===== config.mk =====
export PLATFORM = sky130hd
export DESIGN_NAME = str_imm_unit
export DESIGN_NICKNAME = d
export VERILOG_FILES = /design/src/rtl/str_imm_pkg.sv /design/src/rtl/str_imm_decode.sv /design/src/rtl/str_imm_agu.sv /design/src/rtl/str_imm_rf.sv /design/src/rtl/str_imm_unit.sv
export SDC_FILE = /design/constraint.sdc
export NUM_CORES = 2
export LEC_CHECK = 0
export ABC_AREA = 1
export BUFFER_PORTS_ARGS = -buffer_cell sky130_fd_sc_hd__buf_4
export CAP_MARGIN = 20
export CELL_PAD_IN_SITES_DETAIL_PLACEMENT = 0
export CELL_PAD_IN_SITES_GLOBAL_PLACEMENT = 1
export CORE_ASPECT_RATIO = 0.7
export CORE_MARGIN = 1
export CORE_UTILIZATION = 30
export DETAILED_ROUTE_END_ITERATION = 16
export GPL_TIMING_DRIVEN = 1
export PLACE_DENSITY = 0.66
export SETUP_SLACK_MARGIN = 0.3
export SYNTH_ARGS = -nofsm -noshare
export SYNTH_HDL_FRONTEND = slang
export SYNTH_SLANG_ARGS = --single-unit

===== constraint.sdc =====
create_clock -name clk_i -period 6.29 [get_ports clk_i]
set_input_delay 0.629 -clock clk_i [delete_from_list [all_inputs] [get_ports clk_i]]
set_output_delay 0.629 -clock clk_i [all_outputs]
set_load 0.03 [all_outputs]

===== src/rtl/str_imm_pkg.sv =====
package str_imm_pkg;
  localparam int unsigned XLEN = 32;
  localparam int unsigned NREG = 16;
  localparam int unsigned RIDX = $clog2(NREG);
  localparam logic [RIDX-1:0] SP_IDX = RIDX'(13);
  localparam logic [RIDX-1:0] PC_IDX = RIDX'(NREG - 1);

  typedef struct packed {
    logic [RIDX-1:0] rn;
    logic [RIDX-1:0] rt;
    logic [XLEN-1:0] imm;
    logic            index;
    logic            add;
    logic            wback;
    logic            len32;
    logic            undef;
    logic            unpred;
    logic            redirect;
    logic            push;
    logic            rt_is_pc;
  } dec_t;
endpackage


===== src/rtl/str_imm_decode.sv =====
module str_imm_decode
  import str_imm_pkg::*;
(
  input  logic            mode_i,
  input  logic [31:0]     instr_i,
  output dec_t            dec_o
);
  logic [15:0] hw_hi, hw_lo;
  logic        p_b, u_b, w_b, is32;

  assign hw_hi = instr_i[31:16];
  assign hw_lo = instr_i[15:0];
  assign is32  = (hw_hi[15:11] == 5'b11101) || (hw_hi[15:11] == 5'b11110) ||
                 (hw_hi[15:11] == 5'b11111);

  always_comb begin
    dec_o = '0;
    p_b = 1'b0;
    u_b = 1'b0;
    w_b = 1'b0;
    if (!mode_i) begin
      dec_o.len32 = 1'b1;
      if (instr_i[31:28] == 4'hF || instr_i[27:25] != 3'b010 ||
          instr_i[22] || instr_i[20]) begin
        dec_o.undef = 1'b1;
      end else begin
        p_b = instr_i[24];
        u_b = instr_i[23];
        w_b = instr_i[21];
        dec_o.rn       = instr_i[19:16];
        dec_o.rt       = instr_i[15:12];
        dec_o.imm      = XLEN'(instr_i[11:0]);
        dec_o.index    = p_b;
        dec_o.add      = u_b;
        dec_o.wback    = !p_b || w_b;
        dec_o.rt_is_pc = (dec_o.rt == PC_IDX);
        dec_o.redirect = !p_b && w_b;
        dec_o.unpred   = !dec_o.redirect && dec_o.wback &&
                         (dec_o.rn == PC_IDX || dec_o.rn == dec_o.rt);
        dec_o.push     = !dec_o.unpred && p_b && !u_b && w_b &&
                         dec_o.rn == SP_IDX && instr_i[11:0] == 12'd4;
      end
    end else if (!is32) begin
      dec_o.len32 = 1'b0;
      dec_o.index = 1'b1;
      dec_o.add   = 1'b1;
      if (hw_lo[15:11] == 5'b01100) begin
        dec_o.rn  = RIDX'(hw_lo[5:3]);
        dec_o.rt  = RIDX'(hw_lo[2:0]);
        dec_o.imm = XLEN'({hw_lo[10:6], 2'b00});
      end else if (hw_lo[15:11] == 5'b10010) begin
        dec_o.rn  = SP_IDX;
        dec_o.rt  = RIDX'(hw_lo[10:8]);
        dec_o.imm = XLEN'({hw_lo[7:0], 2'b00});
      end else begin
        dec_o.undef = 1'b1;
      end
    end else begin
      dec_o.len32 = 1'b1;
      dec_o.rn    = hw_hi[3:0];
      dec_o.rt    = hw_lo[15:12];
      if (hw_hi[15:4] == 12'hF8C) begin
        dec_o.imm    = XLEN'(hw_lo[11:0]);
        dec_o.index  = 1'b1;
        dec_o.add    = 1'b1;
        dec_o.undef  = (dec_o.rn == PC_IDX);
        dec_o.unpred = !dec_o.undef && (dec_o.rt == PC_IDX);
      end else if (hw_hi[15:4] == 12'hF84 && hw_lo[11]) begin
        p_b = hw_lo[10];
        u_b = hw_lo[9];
        w_b = hw_lo[8];
        dec_o.imm      = XLEN'(hw_lo[7:0]);
        dec_o.index    = p_b;
        dec_o.add      = u_b;
        dec_o.wback    = w_b;
        dec_o.redirect = p_b && u_b && !w_b;
        dec_o.undef    = !dec_o.redirect &&
                         (dec_o.rn == PC_IDX || (!p_b && !w_b));
        dec_o.unpred   = !dec_o.redirect && !dec_o.undef &&
                         (dec_o.rt == PC_IDX || (w_b && dec_o.rn == dec_o.rt));
        dec_o.push     = !dec_o.redirect && !dec_o.undef && !dec_o.unpred &&
                         p_b && !u_b && w_b && dec_o.rn == SP_IDX &&
                         hw_lo[7:0] == 8'd4;
      end else begin
        dec_o.undef = 1'b1;
      end
    end
  end
endmodule


===== src/rtl/str_imm_agu.sv =====
module str_imm_agu
  import str_imm_pkg::*;
(
  input  logic [XLEN-1:0] base_i,
  input  logic [XLEN-1:0] imm_i,
  input  logic            add_i,
  input  logic            index_i,
  output logic [XLEN-1:0] offs_o,
  output logic [XLEN-1:0] addr_o
);
  assign offs_o = add_i ? (base_i + imm_i) : (base_i - imm_i);
  assign addr_o = index_i ? offs_o : base_i;
endmodule


===== src/rtl/str_imm_rf.sv =====
module str_imm_rf
  import str_imm_pkg::*;
(
  input  logic            clk_i,
  input  logic            rst_ni,
  input  logic [RIDX-1:0] rd_a_idx_i,
  output logic [XLEN-1:0] rd_a_o,
  input  logic [RIDX-1:0] rd_b_idx_i,
  output logic [XLEN-1:0] rd_b_o,
  input  logic [RIDX-1:0] rd_c_idx_i,
  output logic [XLEN-1:0] rd_c_o,
  input  logic            ld_en_i,
  input  logic [RIDX-1:0] ld_idx_i,
  input  logic [XLEN-1:0] ld_data_i,
  input  logic            wb_en_i,
  input  logic [RIDX-1:0] wb_idx_i,
  input  logic [XLEN-1:0] wb_data_i
);
  logic [XLEN-1:0] regs_q [NREG];

  for (genvar g = 0; g < NREG; g++) begin : g_reg
    // writeback takes precedence over an external load to the same entry
    always_ff @(posedge clk_i or negedge rst_ni) begin
      if (!rst_ni)                                   regs_q[g] <= '0;
      else if (wb_en_i && wb_idx_i == RIDX'(g))      regs_q[g] <= wb_data_i;
      else if (ld_en_i && ld_idx_i == RIDX'(g))      regs_q[g] <= ld_data_i;
    end
  end

  assign rd_a_o = regs_q[rd_a_idx_i];
  assign rd_b_o = regs_q[rd_b_idx_i];
  assign rd_c_o = regs_q[rd_c_idx_i];

  p_wb_lands_r11: assert property (@(posedge clk_i) disable iff (!rst_ni)
    wb_en_i |=> regs_q[$past(wb_idx_i)] == $past(wb_data_i));
endmodule


===== src/rtl/str_imm_unit.sv =====
module str_imm_unit
  import str_imm_pkg::*;
(
  input  logic        clk_i,
  input  logic        rst_ni,
  input  logic        mode_i,
  input  logic [31:0] instr_i,
  input  logic        cond_pass_i,
  input  logic [31:0] pc_plus8_i,
  input  logic        rf_ld_en_i,
  input  logic [3:0]  rf_ld_idx_i,
  input  logic [31:0] rf_ld_data_i,
  input  logic [3:0]  rf_peek_idx_i,
  output logic [31:0] rf_peek_data_o,
  output logic        mem_we_o,
  output logic [31:0] mem_addr_o,
  output logic [31:0] mem_wdata_o,
  output logic        len32_o,
  output logic        undef_o,
  output logic        unpred_o,
  output logic        redirect_o,
  output logic        push_alias_o
);
  dec_t            dec;
  logic [XLEN-1:0] base_val, src_val, offs_addr;
  logic            exec, wb_en;

  str_imm_decode u_dec (
    .mode_i (mode_i),
    .instr_i(instr_i),
    .dec_o  (dec)
  );

  str_imm_rf u_rf (
    .clk_i     (clk_i),
    .rst_ni    (rst_ni),
    .rd_a_idx_i(dec.rn),
    .rd_a_o    (base_val),
    .rd_b_idx_i(dec.rt),
    .rd_b_o    (src_val),
    .rd_c_idx_i(rf_peek_idx_i),
    .rd_c_o    (rf_peek_data_o),
    .ld_en_i   (rf_ld_en_i),
    .ld_idx_i  (rf_ld_idx_i),
    .ld_data_i (rf_ld_data_i),
    .wb_en_i   (wb_en),
    .wb_idx_i  (dec.rn),
    .wb_data_i (offs_addr)
  );

  str_imm_agu u_agu (
    .base_i (base_val),
    .imm_i  (dec.imm),
    .add_i  (dec.add),
    .index_i(dec.index),
    .offs_o (offs_addr),
    .addr_o (mem_addr_o)
  );

  assign exec         = cond_pass_i && !dec.undef && !dec.unpred && !dec.redirect;
  assign wb_en        = exec && dec.wback;
  assign mem_we_o     = exec;
  assign mem_wdata_o  = dec.rt_is_pc ? pc_plus8_i : src_val;
  assign len32_o      = dec.len32;
  assign undef_o      = dec.undef;
  assign unpred_o     = dec.unpred;
  assign redirect_o   = dec.redirect;
  assign push_alias_o = dec.push;

  p_one_flag_r13: assert property (@(posedge clk_i) disable iff (!rst_ni)
    $onehot0({undef_o, unpred_o, redirect_o}));
  p_push_legal_r9: assert property (@(posedge clk_i) disable iff (!rst_ni)
    push_alias_o |-> !undef_o && !unpred_o && !redirect_o);
  p_short_no_wb_r5: assert property (@(posedge clk_i) disable iff (!rst_ni)
    !len32_o |-> !wb_en);
  p_gate_r10: assert property (@(posedge clk_i) disable iff (!rst_ni)
    !cond_pass_i |-> !mem_we_o && !wb_en);
  p_pc_data_r4: assert property (@(posedge clk_i) disable iff (!rst_ni)
    (mem_we_o && !mode_i && instr_i[15:12] == 4'hF) |-> mem_wdata_o == pc_plus8_i);
endmodule


==> qor.log <==
[worst_setup_path] Slowest Stage Delay on Critical Path 0.46 ns
[grt] pin count of the biggest net entering global routing 224
[power] Static Leakage 20.4 nW
[timing] normalized max-slew margin 12.5%
[grt] global-route wire length before repair 355000 microns
[grt] busiest metal layer after global routing met1
[power] IR Drop Worst-Case VDD 0.249 mV
[routing] number of DRC violations after detailed routing 0
[yosys] Yosys cell types 45
[final_layout] Total Nets Final 6456
[grt] global route total overflow 0
[grt] met2 Resource Use GR 49.4%
[final_layout] leading cell type in the layout, fill and taps excluded nand2_1
[floorplanning] die boundary height 308 microns
[routing] First-pass DRT Iterations 9
[grt] met1 track demand over resource in global routing 49.5%
[yosys] synthesized area divided by synthesized cell count 6.35 sq um
[timing] actual slew at the worst max-slew pin 1.31 ns
[floorplanning] initial standard-cell utilization of the core 30.5%
[run] max-capacitance violation count 0
[clocking] Hold-fix buffers, CTS 0
[clocking] Clk pin slew, worst setup/hold paths 0.06 ns
[routing] Routed wire per std cell 31.7 microns
[worst_setup_path] family of cells with the greatest summed delay on the critical path compound AO/OA/AOI/OAI gates
[worst_setup_path] source of the worst register-to-register timing path u_rf.regs_q[259]$_DFFE_PN0P_
[timing] Final Max Slew Viols 0
[run_status] status finished, violations left
[place] count of port buffers added during placement 210
[clocking] clock buffers created by TritonCTS 60
[place] placer's final routability congestion estimate 0.974
[timing] Tcrit/Tclk final 93.2%
[yosys] register bit count reported by yosys 512
[worst_setup_path] worst-case register-to-register setup slack 2.25 ns
[timing] unrepaired setup endpoints after global routing yes
[floorplanning] die width 439 microns
[final_layout] most frequent cells in the layout 1667 x nand2_1, 1030 x nand3_1, 584 x o21ai_0, 512 x dfrtp_1, 433 x inv_1
[clocking] latest clock arrival within the worst-skew pair 0.70 ns
[yosys] syn nets 6468
[yosys] mapped cell area 40200 sq um
[timing] setup violators final 0
[floorplanning] number of I/O pins 211
[yosys] Area contributors post-synth dfrtp_1 32%, nand2_1 16%, nand3_1 13%
[floorplanning] area inside the core boundary 132000 sq um
[worst_setup_path] most repeated library cell on the critical path buf_4
[power] proportion of total power due to net switching 44.7%
[power] part of the total power dissipated in the clock network 26.5%
[clocking] number of buffers between clock root and the deepest sink 3
[routing] vias per std cell 6.18
[worst_setup_path] critical path buffer and inverter count 10
[yosys] Post-synth EDFFs 0
[worst_setup_path] Worst Setup Start Kind input pin
[yosys] Main synth FF type dfrtp_1
[power] combinational cell fraction of total power 39.4%
[routing] total via count in the routed design 50.1k
[worst_setup_path] standard cell with the maximum stage delay on the critical path ha_1
[place] detailed-placement wirelength estimate 159000 microns
[worst_setup_path] Crit Path Max Fanout 10
[worst_setup_path] Critical Path RT 5.66 ns
[timing] timing-limited maximum frequency 171 MHz
[worst_setup_path] worst-case reg-to-reg path depth 17
[routing] Routed Antenna Nets 0
[grt] total global-route track usage 36.5%
[floorplanning] placement row count 111
[grt] via count of the first global-routing pass 45.5k
[yosys] sequential-to-total area share from yosys stat 31.9%
[worst_setup_path] critical path type input pin to primary output
[power] Cell Pwr Density 299 nW/um^2
[yosys] area share of the largest cell type after synthesis 31.9%
[worst_setup_path] CP Data Arrival Time 5.24 ns
[power] part of the total power dissipated in sequential elements 34.1%
[yosys] library cell occupying the most area in the post-synthesis netlist dfrtp_1
[yosys] Yosys warning count 0
[clocking] root buffer cell clkbuf_16
[timing] final-layout worst hold slack -0.00531 ns
[clocking] CTS sink cnt 512
[final_layout] Final Instance Area 46800 sq um
[power] internal cell power 7.73 mW
[grt] number of antenna violations at the first check in global routing 13
[final_layout] biggest regs u_rf.regs_q x512
[timing] min cycle time layout 5.86 ns
[place] placed instance area 44200 sq um
[timing] Hold Fails Final Rpt 1
[yosys] cell count after synthesis 6323
[final_layout] layout cell share with drive strength beyond 1 11.5%
[final_layout] Area growth, synth to finish 16.5%
[floorplanning] die footprint 135000 sq um
[final_layout] Fillers 14.3k
[grt] met3 layer usage reported by global route 15.4%
[timing] maximum clock skew at final layout 0.0412 ns
[yosys] share of flip-flops with an asynchronous set or reset 100%
[clocking] number of levels in the clock H-tree 2
[worst_setup_path] sort of element at the end of the critical path primary output
[run_status] violated checks negative hold slack
[worst_setup_path] capture instance of the worst register-to-register path u_rf.regs_q[306]$_DFFE_PN0P_
[final_layout] flip-flop count of the largest register, all copies and words added 512
[clocking] TritonCTS clock tree yes
[final_layout] Reg with most FFs u_rf.regs_q
[routing] drt total wl 257000 microns
[routing] 1st-iter DRT viols 8683
[hold_path] worst hold-check path type input pin to asynchronous set/reset pin
[power] power after layout 14.0 mW
[power] power dissipated by switching net loads 6.24 mW
## per-stage QoR
step / utilization, % / worst slack [ns] / instances / hold slack (ns) / TNS [ns]
after floorplan: - / 0.702 / 6323 / 0.333 / 0
after global placement: 33.5 / -0.222 / 7979 / 0.463 / -0.694
after detailed placement: 33.5 / -0.226 / 7982 / 0.468 / -0.667
after CTS: 35.0 / 0.305 / 8091 / 0.0565 / 0
after global routing: 35.5 / 0.238 / 8112 / 0.0767 / 0
final: 35.5 / 0.426 / 8115 / -0.00531 / 0
## repair_timing
action / 4_1_cts / 5_1_grt
gates resized for setup: 16 / 86
setup endpoints to repair: 19 / 20
gates cloned: 0 / 5
pin swaps: 0 / 10
setup buffers: 0 / 12
## Yosys cell counts (35+ instances only)
| cell type | instances |
|---|---|
| a31oi_1 | 40 |
| o211ai_1 | 293 |
| o22ai_1 | 162 |
| nand4_1 | 45 |
| dfrtp_1 | 512 |
| buf_1 | 54 |
| ha_1 | 35 |
| a21oi_1 | 385 |
| inv_2 | 38 |
| nand2_1 | 1679 |
| inv_1 | 442 |
| buf_2 | 98 |
| nand3_1 | 1030 |
| nor2_1 | 282 |
| clkbuf_1 | 389 |
| o221ai_1 | 56 |
| o21ai_0 | 601 |
| o21ai_1 | 58 |
## how the worst max path moves through the flow
stage	startpoint	end	slack, ns	depth (start not counted)
finish	instr_i[31]	mem_addr_o[30]	0.43	26
detailed placement	instr_i[27]	mem_addr_o[29]	-0.23	28
global route	instr_i[29]	mem_addr_o[22]	0.24	31
global placement	instr_i[27]	mem_addr_o[29]	-0.22	28
floorplan	mode_i	mem_addr_o[24]	0.70	24
CTS	instr_i[27]	mem_addr_o[28]	0.31	30
## kinds of logic (layout without fill, tap and decap cells)
| kind of cell | after synthesis | after routing | share of synthesized area (%) |
|---|---|---|---|
| and+or+nand+nor | 3092 | 3092 | 32.8 |
| AOI/OAI and AO/OA | 1614 | 1614 | 23.3 |
| buffers and inverters | 1032 | 1067 | 10.0 |
| DFF | 512 | 512 | 31.9 |
| xor gates and xnor gates | 37 | 37 | 0.806 |
| adders and majority gates | 36 | 36 | 1.14 |
| other | 0 | 6 | 0 |
## cell type report
type / instances / area [sq um] / share of cell area (%)
Clock buffer: 89 / 1740 / 3.72
Inverter: 482 / 1830 / 3.91
Sequential cell: 512 / 12800 / 27.4
Timing Repair Buffer: 476 / 4240 / 9.06
Clock inverter: 20 / 194 / 0.414
Antenna cell: 6 / 15.0 / 0.0321
Multi-Input combinational cell: 4779 / 23800 / 50.8
Tap cell: 1751 / 2190 / 4.68
## metal layers
layer  wire [microns]  vias up
li1                 -    21600
met2            99900     3853
met1           104000    24000
met3            40000      720
met4            12900       20
met5              556        -
## power by group through the flow
stage | clock [mW] | sequential (mW) | combinational [mW]
2_1_floorplan | 0 | 4.47 | 2.95
3_3_place_gp | 0 | 4.76 | 5.16
3_5_place_dp | 0 | 4.75 | 5.19
4_1_cts | 3.69 | 4.70 | 5.21
5_1_grt | 3.83 | 4.82 | 5.85
6_report | 3.70 | 4.77 | 5.51
## worst register-to-register path, stage by stage (launching register included)
cell and delay, ns:
dfrtp_1 0.40, o22ai_1 0.10, o21ai_0 0.24, nand2_1 0.10, nor2_2 0.30, ha_1 0.35
a21oi_1 0.20, o21ai_2 0.10, a21oi_1 0.28, buf_4 0.20, o21ai_4 0.08, a21oi_1 0.20
buf_4 0.15, xor2_1 0.28, buf_4 0.32, inv_1 0.33, nand2_1 0.17, nand3_1 0.10
Note: power is estimated with default switching activity, not from simulation.
